[src/rtl/txd_poll_pkg.sv]
package txd_poll_pkg;

  // Channel phase seen by the poll scheduler
  typedef enum logic [1:0] {
    PH_IDLE = 2'd0,  // channel free, polling active
    PH_HOLD = 2'd1,  // frame launched, waiting for busy to rise
    PH_BUSY = 2'd2   // transmitter busy, polling frozen
  } txd_phase_e;

endpackage

[src/rtl/txd_interval_timer.sv]
module txd_interval_timer #(
  parameter int PER_W = 6,
  parameter int MIN_P = 8,
  parameter int MAX_P = 32
) (
  input  logic             clk,
  input  logic             rst_n,
  input  logic             run,
  input  logic             tick,
  input  logic             restart,
  input  logic [PER_W-1:0] period_cfg,
  output logic             expire
);

  localparam int CNT_W = $clog2(MAX_P + 1);

  logic [CNT_W-1:0] cnt_q, cnt_d;
  logic [CNT_W-1:0] eff_per;
  logic             at_end;

  // Effective period: fixed when the range collapses, else clamped
  generate
    if (MIN_P == MAX_P) begin : g_fixed
      assign eff_per = CNT_W'(MAX_P);
    end else begin : g_clamp
      always_comb begin
        if (32'(period_cfg) < MIN_P)      eff_per = CNT_W'(MIN_P);
        else if (32'(period_cfg) > MAX_P) eff_per = CNT_W'(MAX_P);
        else                              eff_per = CNT_W'(period_cfg);
      end
    end
  endgenerate

  assign at_end = (cnt_q == eff_per - CNT_W'(1));
  assign expire = run & tick & at_end;

  always_comb begin
    cnt_d = cnt_q;
    if (restart)   cnt_d = '0;
    else if (tick) cnt_d = at_end ? '0 : cnt_q + CNT_W'(1);
  end

  always_ff @(posedge clk or negedge rst_n) begin
    if (!rst_n) cnt_q <= '0;
    else        cnt_q <= cnt_d;
  end

endmodule

[src/rtl/txd_demand_reg.sv]
module txd_demand_reg (
  input  logic clk,
  input  logic rst_n,
  input  logic wr_en,
  input  logic wr_data,
  input  logic serviced,
  output logic pending
);

  logic dmd_q, dmd_d;

  // A new set wins over a clear in the same cycle
  always_comb begin
    dmd_d = dmd_q;
    if (wr_en && wr_data) dmd_d = 1'b1;
    else if (serviced)    dmd_d = 1'b0;
  end

  always_ff @(posedge clk or negedge rst_n) begin
    if (!rst_n) dmd_q <= 1'b0;
    else        dmd_q <= dmd_d;
  end

  assign pending = dmd_q;

endmodule

[src/rtl/txd_poll_ctrl.sv]
module txd_poll_ctrl
  import txd_poll_pkg::*;
(
  input  logic clk,
  input  logic rst_n,
  input  logic tx_busy,
  input  logic desc_ready,
  input  logic expire,
  input  logic dmd_pending,
  output logic run,
  output logic restart,
  output logic dmd_take,
  output logic poll_stb,
  output logic start_frame,
  output logic hi_prio
);

  txd_phase_e ph_q, ph_d;
  logic       poll_fire;
  logic       stb_q, start_q, prio_q;

  assign run       = (ph_q == PH_IDLE) & ~tx_busy;
  assign poll_fire = run & (dmd_pending | expire);
  assign dmd_take  = poll_fire & dmd_pending;
  assign restart   = poll_fire | ~run;

  always_comb begin
    ph_d = ph_q;
    unique case (ph_q)
      PH_IDLE: if (tx_busy)                      ph_d = PH_BUSY;
               else if (poll_fire && desc_ready) ph_d = PH_HOLD;
      PH_HOLD: if (tx_busy)                      ph_d = PH_BUSY;
      PH_BUSY: if (!tx_busy)                     ph_d = PH_IDLE;
      default:                                   ph_d = PH_IDLE;
    endcase
  end

  always_ff @(posedge clk or negedge rst_n) begin
    if (!rst_n) begin
      ph_q    <= PH_IDLE;
      stb_q   <= 1'b0;
      start_q <= 1'b0;
      prio_q  <= 1'b0;
    end else begin
      ph_q    <= ph_d;
      stb_q   <= poll_fire;
      start_q <= poll_fire & desc_ready;
      prio_q  <= dmd_take;
    end
  end

  assign poll_stb    = stb_q;
  assign start_frame = start_q;
  assign hi_prio     = prio_q;

endmodule

[src/rtl/txd_poll_sched.sv]
module txd_poll_sched #(
  parameter int PER_W = 6,
  parameter int MIN_P = 8,
  parameter int MAX_P = 32
) (
  input  logic             clk,
  input  logic             rst_n,
  input  logic             bit_tick,
  input  logic             tx_busy,
  input  logic             desc_ready,
  input  logic             dmd_wr_en,
  input  logic             dmd_wr_data,
  input  logic [PER_W-1:0] poll_period,
  output logic             dmd_rd,
  output logic             poll_stb,
  output logic             start_frame,
  output logic             hi_prio
);

  logic [1:0] rst_sync_q;
  logic       rst_n_int;
  logic       run, restart, expire, dmd_take, dmd_pending;

  // Asynchronous assertion, synchronous release
  always_ff @(posedge clk or negedge rst_n) begin
    if (!rst_n) rst_sync_q <= 2'b00;
    else        rst_sync_q <= {rst_sync_q[0], 1'b1};
  end
  assign rst_n_int = rst_sync_q[1];

  txd_interval_timer #(.PER_W(PER_W), .MIN_P(MIN_P), .MAX_P(MAX_P)) u_timer (
    .clk        (clk),
    .rst_n      (rst_n_int),
    .run        (run),
    .tick       (bit_tick),
    .restart    (restart),
    .period_cfg (poll_period),
    .expire     (expire)
  );

  txd_demand_reg u_dmd (
    .clk      (clk),
    .rst_n    (rst_n_int),
    .wr_en    (dmd_wr_en),
    .wr_data  (dmd_wr_data),
    .serviced (dmd_take),
    .pending  (dmd_pending)
  );

  txd_poll_ctrl u_ctrl (
    .clk         (clk),
    .rst_n       (rst_n_int),
    .tx_busy     (tx_busy),
    .desc_ready  (desc_ready),
    .expire      (expire),
    .dmd_pending (dmd_pending),
    .run         (run),
    .restart     (restart),
    .dmd_take    (dmd_take),
    .poll_stb    (poll_stb),
    .start_frame (start_frame),
    .hi_prio     (hi_prio)
  );

  assign dmd_rd = dmd_pending;

endmodule

[config.mk]
export PLATFORM = sky130hd
export DESIGN_NAME = txd_poll_sched
export DESIGN_NICKNAME = d
export VERILOG_FILES = /design/src/rtl/txd_poll_pkg.sv /design/src/rtl/txd_interval_timer.sv /design/src/rtl/txd_demand_reg.sv /design/src/rtl/txd_poll_ctrl.sv /design/src/rtl/txd_poll_sched.sv
export SDC_FILE = /design/constraint.sdc
export NUM_CORES = 1
export LEC_CHECK = 0
export CAP_MARGIN = 25
export CORE_MARGIN = 5
export CORE_UTILIZATION = 49
export CTS_CLUSTER_DIAMETER = 50
export DETAILED_ROUTE_END_ITERATION = 8
export PLACE_DENSITY = 0.79
export SLEW_MARGIN = 40
export SYNTH_ARGS = -nofsm -noshare
export SYNTH_HDL_FRONTEND = slang
export SYNTH_HIERARCHICAL = 1
export SYNTH_SLANG_ARGS = --single-unit
[constraint.sdc]
create_clock -name clk -period 0.8 [get_ports clk]
set_input_delay 0.12 -clock clk [delete_from_list [all_inputs] [get_ports clk]]
set_output_delay 0.12 -clock clk [all_outputs]
set_load 0.05 [all_outputs]
==> impl_metrics.toml, run 1 <==
[logic_synthesis]
netlist.area_leader.share_pct = 43.1
ys_seq_area_share_pct = 43.1
synth_area_sq_um = 812
synth_simple_gate_area_share_pct = 25.4
synth-edff-count = 0
synth_area_per_cell_sq_um = 10.0
synth_top_family_by_area = "simple AND/OR/NAND/NOR gates"
syn_inst = 81
ys_async_sr_fraction_pct = 100
ys_ff_latch = 14
synth_adder_area_share_pct = 3.08
muxShareOfSynthArea_pct = 0
netlist_top_cells_area = "dfrtp_1, xnor2_1, a2111oi_4, nand2_1, ha_1"
synth_warnings = 6
synth_xor_area_share_pct = 6.47
synth-compound-area-share_pct = 18.6
ys.flop_type = "dfrtp_1"
synth_largest_area_cell = "dfrtp_1"
synthesis.nets = 96
ys_types = 38

[routing]
totalWireLength_mm = 3.72
viasPerCell = 6.51
drt-pass1-iter-count = 4
drt_iter0_markers = 34
ant_nets = 0
num_vias = 964
avgRoutedWirePerCell_um = 25.1
drc_errors = 0

[placed_design]
post-dp-hpwl_mm = 1.69
placed_area_sq_um = 1230
io_buffers = 16
gp_congestion = 0.838
placedCellCount = 134

[pwr]
internal_power_mw = 1.36
cellPowerDensity_nw_per_um2 = 1380
p_sw_share_pct = 31.8
leakagePower_nw = 0.645
power.share.clock_pct = 28.0
power.switching_mw = 0.636
power_frac_comb_pct = 33.2
ir_drop_mv = 1.30
seqPwrFrac_pct = 38.9

[global_route]
grt_max_degree = 13
grt_pass1_vias = 1011
grt_usage_pct = 25.8
grt-ovfl-total = 0
grt_pass1_wl_mm = 4.83
grt_antenna_before_repair = 0

[timing]
final.setup.worst_slack_ps = -1490
rsz0062_at_grt = "true"
finalHoldViolations = 0
skew_ps = 5.21
max_freq_mhz = 436
fin_crit_sh_pct = 286
finalSetupViolations = 16
worst_hold_slack_ps = 246
min_period_ps = 2290
final_max_slew_viol_count = 0

[setup_path]
reg2reg_slack_ps = -1490
setup.worst_path.end_class = "register"
cp_max_fo = 4
r2r_cells = 11
worstSetupPathType = "reg2reg"
reg2reg_to = "u_timer/cnt_q[0]"
worstPathArrival_ps = 2510
crit_start = "u_timer/cnt_q[4]"
crit_required_ps = 1020
reg2reg_from = "u_timer/cnt_q[4]"
cp-start-kind = "register"

[clock_tree]
path_clk_slew_ps = 100
htree_levels = 1
cts.path.max_buffers = 2
numCtsBuffers = 3
cts.sinks = 14
root_buffer = "clkbuf_4"
clock_latency_ps = 290
tritoncts = "done"

[layout]
postLayoutCellArea_sq_um = 1450
num_antenna_cells = 0
drive_above_1_share_pct = 51.5
final_util_pct = 93.8
instances_no_fill = 148
final_nets = 148
area_growth_pct = 78.1

[floorplanning]
fp-row-count = 14
start_util_pct = 52.7
die_w_um = 50.7
io_pins = 17
fp.dieH_um = 50.7
die-area_sq_um = 2570
core_region_area_sq_um = 1540

[outcome]
violations = "negative setup slack"
status = "finished with violations"

[run]
cap_viol_max_count = 0

[min_path]
min_path_type = "reg2async"
-- final cells by class --
cell class | count | area, sq um
multi-input cells | 61 | 563
repair buffers | 48 | 457
flip-flops and latches | 14 | 352
fillers | 51 | 95.1
clock buffers | 4 | 36.3
well taps | 16 | 20.0
inverters | 5 | 18.8
-- power by group through the flow --
stage,registers (mW),logic [mW],clock network [mW]
CTS,0.773,0.563,0.537
detailed placement,0.787,0.521,0
floorplan,0.866,0.152,0
finish,0.777,0.663,0.559
global placement,0.785,0.501,0
global route,0.782,0.690,0.593
-- stage by stage --
stage	setup TNS, ps	worst slack [ps]	power (mW)
after floorplan	-11350	-1390	1.02
after global placement	-16470	-1820	1.29
after detailed placement	-17470	-1930	1.31
after CTS	-13090	-1460	1.87
after global routing	-14100	-1560	2.06
final	-13300	-1490	2.00
-- kinds of logic (layout without fill, tap and decap cells) --
logic type | count (synthesis) | count (layout)
and+or+nand+nor | 34 | 34
AOI/OAI and AO/OA | 18 | 18
DFF | 14 | 14
xor gates and xnor gates | 6 | 6
buffers and inverters | 6 | 57
adders and majority gates | 2 | 2
other | 1 | 1
-- how the worst max path moves through the flow --
stage,cells after the start,end
after detailed placement,13,u_timer/cnt_q[5]
after global routing,12,u_timer/cnt_q[0]
final,11,u_timer/cnt_q[0]
after global placement,13,u_timer/cnt_q[5]
after CTS,13,u_timer/cnt_q[5]
after floorplan,12,u_timer/cnt_q[5]
-- registers in the layout, indices dropped and copies added, names as in the netlist --
name and flops:
u_ctrl/hi_prio 1, u_ctrl/start_frame 1, u_timer/cnt_q 6, rst_sync_q 2
u_ctrl/poll_stb 1, u_ctrl/ph_q 2, u_dmd/pending 1
-- cell usage after synthesis, drive strengths merged (2+ instances only) --
cell type,n
dfrtp,14
nand2,7
inv,5
nor2,5
xnor2,5
o21ai,4
and3,3
nand4,3
a2111oi,2
a211oi,2
a21boi,2
a21oi,2
ha,2
nand3b,2
nor3,2
or3,2
-- metal layers --
layer	global-route usage (%)	vias to the layer above	wire length [um]
met5	0	-	0
met4	19.1	0	153
met3	5.33	16	233
met2	44.6	75	2020
met1	27.0	476	1310
li1	-	397	-
-- timing repair --
item,in CTS,in global routing
resized for setup,27,16
endpoints found under the hold margin,2,0
pin swaps,14,17
endpoints found under the setup margin,16,16
hold buffers,1,0
setup buffers,6,4
-- cells in the final DEF (no fill, tap or decap), drive strengths merged, types with 3 or more instances in the layout --
cell type / n
clkdlybuf4s50: 6
xnor2: 5
nand2: 7
nor2: 5
dlygate4sd2: 3
nand4: 3
dfrtp: 14
clkbuf: 4
o21ai: 4
and3: 3
buf: 38
inv: 5
-- worst max-delay path, stage by stage, from the launching register on --
cell and delay (ps):
dfrtp_1 470, or3_4 420, a21oi_2 130, and4bb_4 200
and3_4 190, nor2_4 110, nand2_4 80, buf_6 130
buf_6 110, nor2_1 140, nand2_1 70, o22ai_1 170
(Power assumes the default switching activity.)
==> run 2, diff against run 1 <==
- CORE_UTILIZATION: 49 -> 44
- PLACE_DENSITY: 0.79 -> 0.75
- clock period: 0.8 -> 2 ns (I/O delays scaled with it)
==> impl_metrics.toml, run 2 (synthesized netlist as in run 1, its figures left out) <==
[routing]
drt_iter0_markers = 18
totalWireLength_mm = 2.16
avgRoutedWirePerCell_um = 14.4
ant_nets = 0
drc_errors = 0
num_vias = 793
viasPerCell = 5.29
drt-pass1-iter-count = 4

[setup_path]
cpLargestDelayFamily = "simple AND/OR/NAND/NOR gates"
crit_required_ps = 2210
crit_cells = 14
slowest_delay_ps = 340
crit_start = "poll_period[5]"
cp_max_fo = 5
crit_path_cell_trace = "buf_6, o21ba_4, nand2_2, ha_4, buf_6, xnor2_1, nand4b_1, nand3_1, and4bb_4, and3_4, nor2_4, nand2_4, or3_1, o21ai_1"
crit_top_cell = "buf_6"
r2r_cells = 8
worstPathArrival_ps = 2540
cp.buffers_inverters = 2
setup.worst_path.end_class = "register"
slowest_stage = "or3_1"
cp-start-kind = "primary input"
worstSetupPathType = "in2reg"
reg2reg_from = "u_timer/cnt_q[4]"

[timing]
skew_ps = 2.78
worst_hold_slack_ps = 169
rsz0062_at_grt = "true"
tightest_slew_ps = 507
min_period_ps = 2340
final.setup.worst_slack_ps = -337
fin_crit_sh_pct = 117
finalHoldViolations = 0
final_max_slew_viol_count = 0
finalSetupViolations = 9
slew_headroom_pct = 66.1
max_freq_mhz = 428

[floorplanning]
die-area_sq_um = 2800
core_region_area_sq_um = 1750
die_w_um = 53.0
fp.dieH_um = 53.0
io_pins = 17
fp-row-count = 15
start_util_pct = 46.5

[global_route]
grt_usage_pct = 15.8
grt_pass1_vias = 762
busiest_layer = "met2"
grt.met2_usage_pct = 27.3
grt_max_degree = 13
grt_antenna_before_repair = 0
grt_pass1_wl_mm = 3.17
grt-ovfl-total = 0
grtUsageMet3_pct = 4.23
met1_usage_pct = 18.3

[placed_design]
post-dp-hpwl_mm = 1.39
placedCellCount = 136
io_buffers = 16
gp_congestion = 0.806
dp_slack_ps = -903

[clock_tree]
tritoncts = "done"
hold_buffers = 0
cts.sinks = 14
htree_levels = 1
numCtsBuffers = 3
path_clk_slew_ps = 90
clock_latency_ps = 280
root_buffer = "clkbuf_4"
cts.path.max_buffers = 2

[outcome]
violations = "negative setup slack"
status = "finished with violations"

[layout]
final_util_pct = 76.6
drive_above_1_share_pct = 44.0
num_antenna_cells = 0
top_register = "u_timer/cnt_q"
area_growth_pct = 64.7
instances_no_fill = 150
final_common_cell = "buf_4"
layout_common_cells = "buf_4, dfrtp_1, clkdlybuf4s50_1, buf_6, inv_1"
final_nets = 141
largest_register_ffs = 6
largestRegisters = "u_timer/cnt_q x6, rst_sync_q x2, u_ctrl/ph_q x2"

[run]
cap_viol_max_count = 0

[pwr]
ir_drop_mv = 0.477
leakagePower_nw = 0.593
finalPower_mw = 0.722
cellPowerDensity_nw_per_um2 = 540

[min_path]
min_path_type = "in2async"
-- run 2: cell count changes in the layout (fill, tap and decap cells not counted), moves of 2 or more --
cell,before,now
buf_12,4,0
buf_4,25,20
or3_1,0,2
a211oi_1,2,0
or3_4,2,0
a211oi_2,0,2
clkdlybuf4s50_1,6,10
-- run 2: metrics by stage --
step	instance area, sq um	TNS (ps)
after global placement	1140	-6600
after CTS	1260	-2160
after floorplan	841	-1940
after global routing	1340	-2730
after detailed placement	1140	-6960
final	1340	-2050
-- run 2: worst paths after layout --
kind,slack (ps),to
min in group clk,360,rst_sync_q[1]
worst max-delay path,-340,u_timer/cnt_q[5]
max in group asynchronous,1460,u_ctrl/start_frame
worst max register to register,-110,u_timer/cnt_q[5]
worst min register to register,200,u_dmd/pending
worst min-delay path,170,rst_sync_q[1]
-- run 2: area by class of cell --
type | count | area, sq um
multi-input combinational | 61 | 543
fill | 120 | 408
timing repair buffer | 41 | 358
sequential | 14 | 350
clock buffer | 4 | 36.3
tap | 25 | 31.3
inverter | 5 | 18.8
-- run 2: metal layers --
layer	vias up	routed length [um]	part of all wire, %
met2	18	1120	52
met4	0	18	0.83
met3	2	96	4.5
met5	-	0	0
li1	383	-	-
met1	390	924	43
-- run 2: worst register-to-register path, cell delays in order (launching register included) --
cell,delay [ps]
dfrtp_1,440
or3_1,400
a21oi_2,120
and4bb_4,200
and3_4,190
nor2_4,100
nand2_4,80
or3_1,340
o21ai_1,150
-- run 2: power breakdown --
part	internal [mW]	total (mW)	switching, mW
clock	0.111	0.208	0.0969
combinational	0.105	0.201	0.0958
sequential	0.296	0.313	0.0174
-- run 2: what timing repair did --
action                     in CTS  in global routing
setup buffers                   7                  5
pin swaps                      13                 13
setup endpoints to repair       9                  9
gates resized for setup        25                 12
cloned                          0                  0
hold endpoints to repair        0                  0
